File: config.mk
export PLATFORM = sky130hd
export DESIGN_NAME = pic_cmd_if
export DESIGN_NICKNAME = d
export VERILOG_FILES = /design/src/rtl/pic_cmd_pkg.sv /design/src/rtl/pic_cmd_decode.sv /design/src/rtl/pic_init_seq.sv /design/src/rtl/pic_eoi_gen.sv /design/src/rtl/pic_cmd_if.sv
export SDC_FILE = /design/constraint.sdc
export NUM_CORES = 1
export LEC_CHECK = 0
export ABC_AREA = 1
export BUFFER_PORTS_ARGS = -buffer_cell sky130_fd_sc_hd__buf_4
export CAP_MARGIN = 20
export CORE_ASPECT_RATIO = 1.5
export CORE_MARGIN = 2
export CORE_UTILIZATION = 25
export CTS_BUF_LIST = sky130_fd_sc_hd__clkbuf_2
export CTS_CLUSTER_SIZE = 8
export DETAILED_ROUTE_END_ITERATION = 8
export HOLD_SLACK_MARGIN = 0.06
export PLACE_DENSITY_LB_ADDON = 0.05
export SYNTH_ARGS = -nofsm -noshare
export SYNTH_HDL_FRONTEND = slang
export SYNTH_SLANG_ARGS = --single-unit
File: constraint.sdc
create_clock -name clk_i -period 1.9 [get_ports clk_i]
set_clock_uncertainty 0.05 [all_clocks]
set_input_delay 0.38 -clock clk_i [delete_from_list [all_inputs] [get_ports clk_i]]
set_output_delay 0.38 -clock clk_i [all_outputs]
set_load 0.005 [all_outputs]
File: src/rtl/pic_cmd_pkg.sv
package pic_cmd_pkg;
  typedef enum logic [1:0] {SEQ_IDLE, SEQ_BASE, SEQ_CASC, SEQ_OPTS} seq_e;
  typedef enum logic [2:0] {
    CMD_NONE, CMD_START, CMD_EOI_NS, CMD_EOI_SP, CMD_RDSEL, CMD_DATA
  } cmd_e;
endpackage

File: src/rtl/pic_cmd_decode.sv
module pic_cmd_decode
  import pic_cmd_pkg::*;
#(
  parameter int DW = 8
) (
  input  logic          wr_i,
  input  logic          addr_i,
  input  logic [DW-1:0] wdata_i,
  output cmd_e          cmd_o
);
  always_comb begin
    cmd_o = CMD_NONE;
    if (wr_i) begin
      if (addr_i) cmd_o = CMD_DATA;
      else if (wdata_i[4]) cmd_o = CMD_START;
      else if (!wdata_i[3]) begin
        // subcommand field 7:5; only the two EOI forms act
        if (wdata_i[7:5] == 3'b001) cmd_o = CMD_EOI_NS;
        else if (wdata_i[7:5] == 3'b011) cmd_o = CMD_EOI_SP;
      end else if (wdata_i[1]) cmd_o = CMD_RDSEL;
    end
  end
endmodule

File: src/rtl/pic_init_seq.sv
module pic_init_seq
  import pic_cmd_pkg::*;
#(
  parameter int DW     = 8,
  parameter int LINE_W = 3
) (
  input  logic          clk_i,
  input  logic          rst_ni,
  input  cmd_e          cmd_i,
  input  logic [DW-1:0] wdata_i,
  input  logic          master_i,
  output logic [DW-1:0] vec_base_o,
  output logic [DW-1:0] casc_mask_o,
  output logic          edge_trig_o,
  output logic          cascade_o,
  output logic          auto_eoi_o,
  output logic          busy_o
);
  seq_e state_q;
  logic need_opts_q;

  always_ff @(posedge clk_i or negedge rst_ni) begin
    if (!rst_ni) begin
      state_q     <= SEQ_IDLE;
      need_opts_q <= 1'b0;
      vec_base_o  <= '0;
      casc_mask_o <= '0;
      edge_trig_o <= 1'b0;
      cascade_o   <= 1'b0;
      auto_eoi_o  <= 1'b0;
    end else if (cmd_i == CMD_START) begin
      edge_trig_o <= wdata_i[3];
      cascade_o   <= ~wdata_i[1];
      need_opts_q <= wdata_i[0];
      if (!wdata_i[0]) auto_eoi_o <= 1'b0;
      state_q     <= SEQ_BASE;
    end else if (cmd_i == CMD_DATA) begin
      unique case (state_q)
        SEQ_BASE: begin
          vec_base_o <= {wdata_i[DW-1:LINE_W], {LINE_W{1'b0}}};
          if (cascade_o) state_q <= SEQ_CASC;
          else begin
            casc_mask_o <= '0;
            state_q     <= SEQ_IDLE;
          end
        end
        SEQ_CASC: begin
          casc_mask_o <= master_i ? wdata_i
                                  : {{(DW-LINE_W){1'b0}}, wdata_i[LINE_W-1:0]};
          state_q     <= need_opts_q ? SEQ_OPTS : SEQ_IDLE;
        end
        SEQ_OPTS: begin
          auto_eoi_o <= wdata_i[1];
          state_q    <= SEQ_IDLE;
        end
        default: ;
      endcase
    end
  end

  assign busy_o = (state_q != SEQ_IDLE);
endmodule

File: src/rtl/pic_eoi_gen.sv
module pic_eoi_gen
  import pic_cmd_pkg::*;
#(
  parameter int NUM_LINES = 8,
  parameter int LINE_W    = 3
) (
  input  logic                 clk_i,
  input  logic                 rst_ni,
  input  cmd_e                 cmd_i,
  input  logic [LINE_W-1:0]    line_field_i,
  input  logic [NUM_LINES-1:0] isr_i,
  output logic                 eoi_o,
  output logic [LINE_W-1:0]    eoi_line_o
);
  logic [LINE_W-1:0] top_line;
  logic              any_set;

  always_comb begin
    top_line = '0;
    any_set  = 1'b0;
    for (int i = 0; i < NUM_LINES; i++) begin
      if (isr_i[i]) begin
        top_line = LINE_W'(i);
        any_set  = 1'b1;
      end
    end
  end

  always_ff @(posedge clk_i or negedge rst_ni) begin
    if (!rst_ni) begin
      eoi_o      <= 1'b0;
      eoi_line_o <= '0;
    end else begin
      eoi_o <= 1'b0;
      if (cmd_i == CMD_EOI_SP) begin
        eoi_o      <= 1'b1;
        eoi_line_o <= line_field_i;
      end else if (cmd_i == CMD_EOI_NS && any_set) begin
        eoi_o      <= 1'b1;
        eoi_line_o <= top_line;
      end
    end
  end
endmodule

File: src/rtl/pic_cmd_if.sv
module pic_cmd_if
  import pic_cmd_pkg::*;
#(
  parameter int NUM_LINES = 8,
  localparam int DW       = NUM_LINES,
  localparam int LINE_W   = $clog2(NUM_LINES)
) (
  input  logic              clk_i,
  input  logic              rst_ni,
  input  logic              wr_i,
  input  logic              rd_i,
  input  logic              addr_i,
  input  logic [DW-1:0]     wdata_i,
  output logic [DW-1:0]     rdata_o,
  input  logic              master_i,
  input  logic [DW-1:0]     irr_i,
  input  logic [DW-1:0]     isr_i,
  output logic [DW-1:0]     imr_o,
  output logic [DW-1:0]     vec_base_o,
  output logic [DW-1:0]     casc_mask_o,
  output logic              edge_trig_o,
  output logic              cascade_o,
  output logic              auto_eoi_o,
  output logic              init_busy_o,
  output logic              eoi_o,
  output logic [LINE_W-1:0] eoi_line_o
);
  cmd_e cmd;
  logic sel_irr_q;

  pic_cmd_decode #(.DW(DW)) u_dec (
    .wr_i(wr_i), .addr_i(addr_i), .wdata_i(wdata_i), .cmd_o(cmd)
  );

  pic_init_seq #(.DW(DW), .LINE_W(LINE_W)) u_seq (
    .clk_i(clk_i), .rst_ni(rst_ni), .cmd_i(cmd), .wdata_i(wdata_i),
    .master_i(master_i), .vec_base_o(vec_base_o), .casc_mask_o(casc_mask_o),
    .edge_trig_o(edge_trig_o), .cascade_o(cascade_o),
    .auto_eoi_o(auto_eoi_o), .busy_o(init_busy_o)
  );

  pic_eoi_gen #(.NUM_LINES(NUM_LINES), .LINE_W(LINE_W)) u_eoi (
    .clk_i(clk_i), .rst_ni(rst_ni), .cmd_i(cmd),
    .line_field_i(wdata_i[LINE_W-1:0]), .isr_i(isr_i),
    .eoi_o(eoi_o), .eoi_line_o(eoi_line_o)
  );

  always_ff @(posedge clk_i or negedge rst_ni) begin
    if (!rst_ni) begin
      imr_o     <= '0;
      sel_irr_q <= 1'b1;
    end else begin
      if (cmd == CMD_START) imr_o <= '0;
      else if (cmd == CMD_DATA && !init_busy_o) imr_o <= wdata_i;
      if (cmd == CMD_RDSEL) sel_irr_q <= wdata_i[0];
    end
  end

  always_comb begin
    rdata_o = '0;
    if (rd_i) rdata_o = addr_i ? imr_o : (sel_irr_q ? irr_i : isr_i);
  end
endmodule

==> metrics.txt, run 1 <==
pwr dens=773 mW/mm^2; Yosys top cell by area=dfrtp_1; Final Hold Vio Count=0; first drt pass iteration count=4; total track usage=14.4%; worst path arrival time=1.60 ns; delay of the slowest cell on the worst path=0.63 ns; cell count after synthesis=between 200 and 250; Die Span Y=between 100 and 150 um; startpoint types=register; CP delay by family, top=flip-flops; initial core utilization=~26%; syn_area_per_cell=roughly 7.6 um^2; max_cap viols=0; Max VDD drop=between 0.2 and 0.3 mV; CTS root buffer=clkbuf_2; largest family of logic cells by synthesized area=simple AND/OR/NAND/NOR gates; CTS clk-pin slew, worst paths=0.19 ns; CP startpoint=sel_irr_q; Placer Congestion=between 0.7 and 0.8; detailed-route wire length per cell=roughly 13 um; DR WL met3=between 300 and 400 um; total CTS buffers=5; P_leak=roughly 1.4 nW; failing checks=negative setup slack; Top FF cell, synth=dfrtp_1; share of cells above drive strength 1=32.1%; Pwr Total=~2 mW; Placeable Area=between 0.007 and 0.008 mm^2; Post-synth EDFFs=0; Setup TNS=-0.521 ns; # IOs=70; WP depth=4; r2r setup slk=a little over 0.3 ns; CP Class=register to output pin; Post-Synth XOR/XNOR Area=0%; hold depth=3; Worst Hold Class=primary input to register; CTS tree=done; Final setup viols=8; Placement Rows=38; worst setup path endpoint=rdata_o[2]; Max Freq=between 400 and 500 MHz; Adder-Cell Fraction of Synth Area=2.66%; die area=between 0.008 and 0.009 mm^2; sequential fraction of the synthesis area=42.6%; CP required=around 1.5 ns; Ys Warns=0; Critical Path End Type=output pin; Remaining DRCs=0; ANT nets after route=0; Synth top cells by count=nand2_1, inv_1, o21ai_0, dfrtp_1, nand3_1; Yosys cell types=28; total wire length=between 5 and 6 mm; GR Overflow Total=0; Reg area=about 800 um^2; Post-synth ARST share=between 90% and 100%; Clock Latency Late Sink=roughly 0.38 ns; synthesis-stage register bit count=32; Inst Count DP=a little over 400; largest net degree at the start of global routing=33; Synth area leaders=dfrtp_1, nand2_1, o21ai_0, inv_1, o21ai_2; Setup WS post-layout=-0.132 ns; post-DP HPWL=4.27 mm; outcome=complete, but fails checks; first-pass GRT wire length=slightly below 9 mm; Fillers=843; initial antenna violation count=1; Area Growth Syn to Fin=37.4%; dpl ws=roughly 0.13 ns; Synth top area share=roughly two fifths; IO Port Bufs=66; Final Non-Filler Cells=about 420; Period minus WS final=2.03 ns; worst path cell trace=mux2_4 > o21ai_2 > inv_1 > buf_6; worst r2r dst=u_seq.state_q[0]; Sink Count=32; period utilization=107%; Slew Viols, Final=0; crit path max-delay cell type=dfstp_2; met2 wire length=2.75 mm; area of the multi-input gates=about 900 um^2; RR Startpoint=u_seq.state_q[0]; crit-path max FO=5; maximum clock insertion buffer count=2; met1 WL=2.22 mm; RSZ-0062 raised after global routing=yes; top-count cell post-synth=nand2_1; mux cell area share after synthesis=0.599%; number of global-route vias before repair=roughly 1.7k; number of DRC markers in iteration 0=101; # H-tree levels=2; compound-gate portion of the synthesized area=between 10% and 20%; simple-gate share of the synthesized area=about a quarter; top sig layer=met4; Post-Syn Area=~0.0019 mm^2; Vias/cell=just over 4; NumNets Final=around 350; worst r2r path cells=6; vias=1753; Die X=74.8 um; CP bufs+invs=2
==> cells in the final DEF, fill, tap and decap left out, drive strengths merged <==
cell,instances
mux2,1
ha,4
diode,1
nor2,13
dfrtp,31
clkbuf,5
dlygate4sd3,1
nand2,79
nand4,3
nand3,11
nor3,2
clkinv,3
o21ai,42
nand3b,1
a21oi,11
buf,70
bufinv,1
conb,3
inv,38
o211ai,1
dfstp,1
==> power breakdown <==
part / internal, mW / switching [mW]
Sequential: 0.795 / 0.0794
Combinational: 0.319 / 0.336
Clock: 0.215 / 0.252
==> kinds of logic after synthesis <==
logic type               Yosys count
flip-flops                        32
other                              1
AND/OR/NAND/NOR                  109
multiplexers                       1
AO/OA/AOI/OAI                     54
adder cells (fa/ha/maj)            4
buffers and inverters             46
==> what timing repair did <==
item / in CTS / in global routing
hold buffers: 1 / 0
setup endpoints to repair: 8 / 8
pin swaps: 0 / 1
cloned: 0 / 0
setup buffers: 1 / 1
gates resized for setup: 15 / 5
hold endpoints to repair: 31 / 0
==> final cells by class <==
class                           count  area share (%)
Multi-Input combinational cell    171            34.9
Sequential cell                    32            31.0
Inverter                           39            5.67
Timing Repair Buffer               71            21.0
Antenna cell                        1          0.0969
Tap cell                          100            4.84
Clock buffer                        5           0.969
Clock inverter                      3            1.45
==> state kept, by name, indices dropped and copies added (netlist names) <==
signal,flops
sel_irr_q,1
u_seq.auto_eoi_o,1
u_seq.need_opts_q,1
u_seq.casc_mask_o,8
imr_o,8
u_seq.vec_base_o,5
u_seq.cascade_o,1
u_eoi.eoi_o,1
u_eoi.eoi_line_o,3
u_seq.state_q,2
u_seq.edge_trig_o,1
==> metrics by stage <==
stage	hold slack, ns	utilization, %	instance area, um^2
after CTS	0.154	35.3	2570
after floorplan	0.0344	-	1890
final	0.159	35.5	2580
after global placement	0.308	34.0	2470
after detailed placement	0.311	34.0	2470
after global routing	0.155	35.5	2580
==> routing by layer <==
metal / vias to the layer above / GRT usage [%]
met4: 0 / 5.36
met2: 60 / 24.6
met3: 5 / 3.27
met5: - / 0
met1: 767 / 17.3
li1: 921 / -
==> worst min path at each step <==
stage | startpoint | endpoint
6_report | wdata_i[6] | u_seq.vec_base_o[6]
5_1_grt | wdata_i[6] | u_seq.vec_base_o[6]
4_1_cts | wdata_i[7] | u_seq.vec_base_o[7]
3_5_place_dp | rst_ni | imr_o[5]
3_3_place_gp | rst_ni | imr_o[5]
2_1_floorplan | rst_ni | imr_o[0]
==> worst reg2reg max path, cell delays in order (launching register included) <==
cell     delay, ns
dfrtp_1       0.41
inv_1         0.09
ha_1          0.28
nor2_1        0.16
nand2_1       0.08
o21ai_0       0.30
a21oi_1       0.11
Note: power is estimated with default switching activity, not from simulation.
==> run 2, diff against run 1 <==
MAX_ROUTING_LAYER = met4   (was default)
==> run 2 against run 1 <==
  * Via count up 0.17%
  * First-iteration DRC count down 0.99%
  * Clock-buffer cell count unchanged
  * The run still ends with negative setup slack left
  * Largest power group unchanged
==> metrics.txt, run 2 (synthesis gave the netlist of run 1 again) <==
outcome=complete, but fails checks; failing checks=negative setup slack; Flop pwr share=43.8% (about the same); maximum clock insertion buffer count=2 (unchanged); GR Overflow Total=0 (unchanged); detailed-route wire length per cell=12.8 um (about the same); r2r setup slk=0.31 ns (about the same); Critical Path End Type=output pin; worst path arrival time=1.60 ns (about the same); Clock power frac=23.4% (about the same); Vias/cell=4.16 (+0.17%); worst r2r path cells=6 (unchanged); Area after DPL=0.00247 mm^2 (unchanged); RSZ-0062 raised after global routing=yes; largest net degree at the start of global routing=33 (unchanged); Placer Congestion=0.776 (+1.3%); Placeable Area=0.00727 mm^2 (unchanged); Max Freq=492 MHz (about the same); CTS clk-pin slew, worst paths=0.19 ns (about the same); hold depth=3 (unchanged); crit path max-delay cell type=dfstp_2; Worst Hold Class=primary input to register; max_cap viols=0 (unchanged); worst r2r dst=u_seq.state_q[0]; Final Hold Vio Count=0 (unchanged); Sink Count=32 (unchanged); Slew Viols, Final=0 (unchanged); first-pass GRT wire length=8.72 mm (-0.48%); total CTS buffers=5 (unchanged); most frequent cells in the layout=nand2_1, buf_4, inv_1; Inst Count DP=410 (unchanged); ANT nets after route=0 (unchanged); total wire length=5.38 mm (about the same); worst hold slack=0.160 ns (+0.000794 ns); RR Startpoint=u_seq.state_q[0]; Hold Startpoint=wdata_i[6]; CTS tree=done; biggest registers after layout=imr_o: 8 flops, u_seq.casc_mask_o: 8 flops, u_seq.vec_base_o: 5 flops; Final setup viols=8 (unchanged); Placement Rows=38 (unchanged); initial core utilization=25.9% (unchanged); dpl ws=0.132 ns (unchanged); post-DP HPWL=4.27 mm (unchanged); worst path cell trace=mux2_4 > o21ai_2 > inv_1 > buf_6; # H-tree levels=2 (unchanged); share of cells above drive strength 1=32.1% (unchanged); first drt pass iteration count=4 (unchanged); startpoint types=register; Max VDD drop=0.255 mV (about the same); Setup WS post-layout=-0.132 ns (+0.000599 ns); # IOs=70 (unchanged); P_leak=1.36 nW (unchanged); total track usage=14.7% (+0.38 points); CP required=1.47 ns (about the same); Final Non-Filler Cells=422 (unchanged); final instance area=0.00258 mm^2 (unchanged); pwr dens=772 mW/mm^2 (about the same); crit-path max FO=5 (unchanged); commonest non-fill, non-tap cell in the layout=nand2_1; Worst Hold Path EP=u_seq.vec_base_o[6]; Clock Latency Late Sink=0.38 ns (about the same); Period minus WS final=2.03 ns (-0.000599 ns); sw power=0.667 mW (-0.12%); number of global-route vias before repair=1721 (+0.64%); CP Class=register to output pin; Remaining DRCs=0 (unchanged); Die X=74.8 um (unchanged); Internal=1.33 mW (about the same); number of DRC markers in iteration 0=100 (-0.99%); delay of the slowest cell on the worst path=0.63 ns (about the same); CTS root buffer=clkbuf_2; die area=0.00825 mm^2 (unchanged); Die Span Y=110 um (unchanged); Area Growth Syn to Fin=37.4% (unchanged); Net Sw Frac=33.4% (about the same); Comb power frac=32.8% (about the same); period utilization=107% (about the same); initial antenna violation count=1 (unchanged); NumNets Final=354 (unchanged); vias=1756 (+0.17%); IO Port Bufs=66 (unchanged)
[run 2: critical path: cells and delay by family, from the launching register on]
kind	cells	cell delay [ns]
DFF	1	0.63
muxes	1	0.31
buffers and inverters	2	0.17
AOI/OAI and AO/OA	1	0.11
[run 2: layer usage]
layer  share of wire [%]  global-route usage (%)
met2                  51                    24.7
met3                 5.0                    2.73
met5                   0                       -
met1                  42                    17.5
met4                 1.6                    5.36
[run 2: power groups by stage]
stage	combinational [mW]	sequential [mW]	clock, mW
4_1_cts	0.655	0.877	0.486
5_1_grt	0.738	0.892	0.518
3_5_place_dp	0.627	0.890	0
3_3_place_gp	0.630	0.888	0
6_report	0.654	0.875	0.467
2_1_floorplan	0.304	0.879	0
[run 2: worst max-delay path by stage]
stage / endpoint / cells past startpoint / slack (ns) / startpoint
6_report: rdata_o[2] / 4 / -0.13 / sel_irr_q
5_1_grt: rdata_o[2] / 4 / -0.24 / sel_irr_q
4_1_cts: rdata_o[2] / 4 / -0.16 / sel_irr_q
3_5_place_dp: u_seq.casc_mask_o[4] / 7 / 0.13 / wdata_i[7]
3_3_place_gp: u_seq.casc_mask_o[0] / 7 / 0.13 / wdata_i[7]
2_1_floorplan: rdata_o[0] / 4 / 0.38 / sel_irr_q
[run 2: metrics by stage]
| step | TNS (ns) | util, % | power (mW) |
|---|---|---|---|
| after floorplan | 0 | - | 1.18 |
| after global placement | 0 | 34.0 | 1.52 |
| after detailed placement | 0 | 34.0 | 1.52 |
| after CTS | -0.812 | 35.3 | 2.02 |
| after global routing | -1.52 | 35.5 | 2.15 |
| final | -0.529 | 35.5 | 2.00 |
[run 2: timing repair]
item / in CTS / in global routing
gates resized for setup: 15 / 5
hold endpoints to repair: 31 / 0
hold buffers: 1 / 0
pin swaps: 0 / 1
setup buffers: 1 / 1
setup endpoints to repair: 8 / 8
cloned: 0 / 0
[run 2: cell type report]
cell class	instances	area [um^2]
fillers	843	4690
multi-input cells	171	902
flip-flops and latches	32	802
repair buffers	71	543
inverters	39	146
well taps	100	125
clock inverters	3	37.5
clock buffers	5	25.0
diodes	1	2.50
==> run 3, diff against run 2 <==
clock period = 1.7 ns   (was 1.9 ns; I/O delays follow)
==> run 3 against run 2 <==
  * The run still ends with negative setup slack left
  * Global-route usage increased by 0.43 points
  * Highest routed layer unchanged
  * Critical path type unchanged
  * Utilization increased by 1.3 points
  * Largest cell class unchanged
  * Sequential cell count unchanged
==> metrics.txt, run 3 (synthesis gave the netlist of run 1 again) <==
outcome=complete, but fails checks; failing checks=negative setup slack; gr busiest metal=met2; total CTS buffers=5 (unchanged); number of DRC markers in iteration 0=97 (-3.0%); # H-tree levels=2 (unchanged); GR Overflow Total=0 (unchanged); Area Growth Syn to Fin=42.4%; worst path arrival time=1.57 ns (-0.03 ns); first-pass GRT wire length=9.09 mm (+4.2%); Vias/cell=4.22 (+1.5%); CTS tree=done; pwr dens=808 mW/mm^2 (+4.7%); CTS root buffer=clkbuf_2; RR Startpoint=u_seq.state_q[0]; Die Span Y=110 um (unchanged); Period minus WS final=around 2 ns; Global Route met3 Usage=3.09% (+0.36 points); Clock power frac=17.6% (-5.8 points); crit-path max FO=3 (-2); total wire length=5.55 mm (+3.1%); Internal=1.39 mW (+4.8%); met2 layer usage reported by global route=26.5% (+1.8 points); CP bufs+invs=2 (unchanged); share of cells above drive strength 1=36.1% (+4.0 points); Reg area=802 um^2 (unchanged); total track usage=15.2% (+0.43 points); r2r setup slk=0.17 ns (-0.14 ns); CP delay by family, top=flip-flops; CTS clk-pin slew, worst paths=0.18 ns (about the same); Fillers=805 (-4.5%); post-DP HPWL=4.40 mm (+3.0%); CP startpoint=sel_irr_q; Net Sw Frac=35.7% (+2.3 points); biggest registers after layout=imr_o: 8 flops, u_seq.casc_mask_o: 8 flops, u_seq.vec_base_o: 5 flops; maximum clock insertion buffer count=2 (unchanged); area of the multi-input gates=915 um^2 (+1.4%); CP required=1.31 ns (-0.16 ns); Final setup viols=8 (unchanged); Remaining DRCs=0 (unchanged); initial core utilization=25.9% (unchanged); WP depth=4 (unchanged); number of global-route vias before repair=1901 (+10%); worst hold slack=0.138 ns (-0.0215 ns); Layout Utilization=36.8% (+1.3 points); worst setup path endpoint=rdata_o[2]; Placer Congestion=0.715 (-7.8%); RSZ-0062 raised after global routing=yes; detailed-route wire length per cell=12.7 um (-0.19%); commonest non-fill, non-tap cell in the layout=buf_4; Pwr Total=2.16 mW (+8.5%); Comb power frac=37.8% (+5.0 points); P_leak=1.42 nW (+4.3%); Clock Latency Late Sink=0.38 ns (about the same); sw power=0.772 mW (+16%); # IOs=70 (unchanged); Setup WS post-layout=-0.258 ns (-0.127 ns); grt met1 use=16.8% (-0.76 points); CP Class=register to output pin; Die X=74.8 um (unchanged); worst r2r path cells=6 (unchanged); Sink Count=32 (unchanged); vias=1841 (+4.8%); NumNets Final=368 (+4.0%); dpl ws=-0.00387 ns (-0.136 ns); Placement Rows=38 (unchanged); period utilization=115%; Flop pwr share=44.7% (+0.9 points); Slew Viols, Final=0 (unchanged); delay of the slowest cell on the worst path=0.60 ns (-0.03 ns); worst r2r dst=u_seq.casc_mask_o[5]; largest net degree at the start of global routing=33 (unchanged); IO Port Bufs=66 (unchanged); first drt pass iteration count=4 (unchanged); Max VDD drop=0.250 mV (-1.7%); Placeable Area=0.00727 mm^2 (unchanged); startpoint types=register; Final Hold Vio Count=0 (unchanged); most frequent cells in the layout=buf_4, nand2_1, inv_1; ANT nets after route=0 (unchanged); crit path max-delay cell type=dfstp_2; initial antenna violation count=1 (unchanged); max_cap viols=0 (unchanged); Worst Hold Class=primary input to register; worst path cell trace=mux2_4 > o21ai_2 > inv_1 > buf_6; Critical Path End Type=output pin; Max Freq=511 MHz; die area=0.00825 mm^2 (unchanged)
## run 3: cell types whose count changed in the layout (fill, tap and decap cells not counted), sizes merged
cell    change
buf        +14
bufinv      -1
clkinv      +1
## run 3: worst reg2reg max path: stages (launching register included)
cell and delay (ns):
dfrtp_1 0.44, buf_4 0.15, ha_1 0.20, nand2_1 0.10
nand4_4 0.28, nand2_1 0.18, o21ai_2 0.06
## run 3: through the flow
step | instance area [um^2] | setup TNS, ns | instances
global placement | 2560 | 0 | 422
CTS | 2650 | -2.10 | 434
detailed placement | 2560 | -0.00760 | 422
floorplan | 1890 | 0 | 249
global route | 2680 | -2.45 | 436
finish | 2680 | -1.64 | 436
## run 3: layer usage
| layer | routed length (um) | share of wire, % |
|---|---|---|
| met4 | 95 | 1.7 |
| met3 | 259 | 4.7 |
| met5 | 0 | 0 |
| met2 | 2900 | 52 |
| met1 | 2300 | 41 |
## run 3: cell type report
class | instances | share of cell area, %
diodes | 1 | 0.0935
clock buffers | 5 | 0.935
clock inverters | 3 | 0.514
inverters | 39 | 5.47
multi-input cells | 171 | 34.2
flip-flops and latches | 32 | 30.0
well taps | 100 | 4.67
repair buffers | 85 | 24.2
## run 3: power groups by stage
| stage | sequential (mW) | clock, mW | combinational (mW) |
|---|---|---|---|
| 2_1_floorplan | 0.982 | 0 | 0.340 |
| 3_3_place_gp | 0.992 | 0 | 0.739 |
| 3_5_place_dp | 0.991 | 0 | 0.744 |
| 4_1_cts | 0.968 | 0.399 | 0.801 |
| 5_1_grt | 0.985 | 0.433 | 0.923 |
| 6_report | 0.967 | 0.381 | 0.817 |
## run 3: worst min path at each step
stage	start	endpoint	slack, ns	cells after the start
floorplan	rst_ni	imr_o[0]	-0.006	0
global placement	rst_ni	imr_o[4]	0.27	1
detailed placement	rst_ni	imr_o[4]	0.27	1
CTS	wdata_i[2]	imr_o[2]	0.13	3
global route	wdata_i[2]	imr_o[2]	0.09	3
finish	wdata_i[2]	imr_o[2]	0.14	3
## run 3: timing repair
action | CTS | global route
hold endpoints to repair | 31 | 0
setup endpoints to repair | 9 | 11
setup buffers | 3 | 1
resized for setup | 11 | 10
pin swaps | 1 | 2
hold buffers | 1 | 0
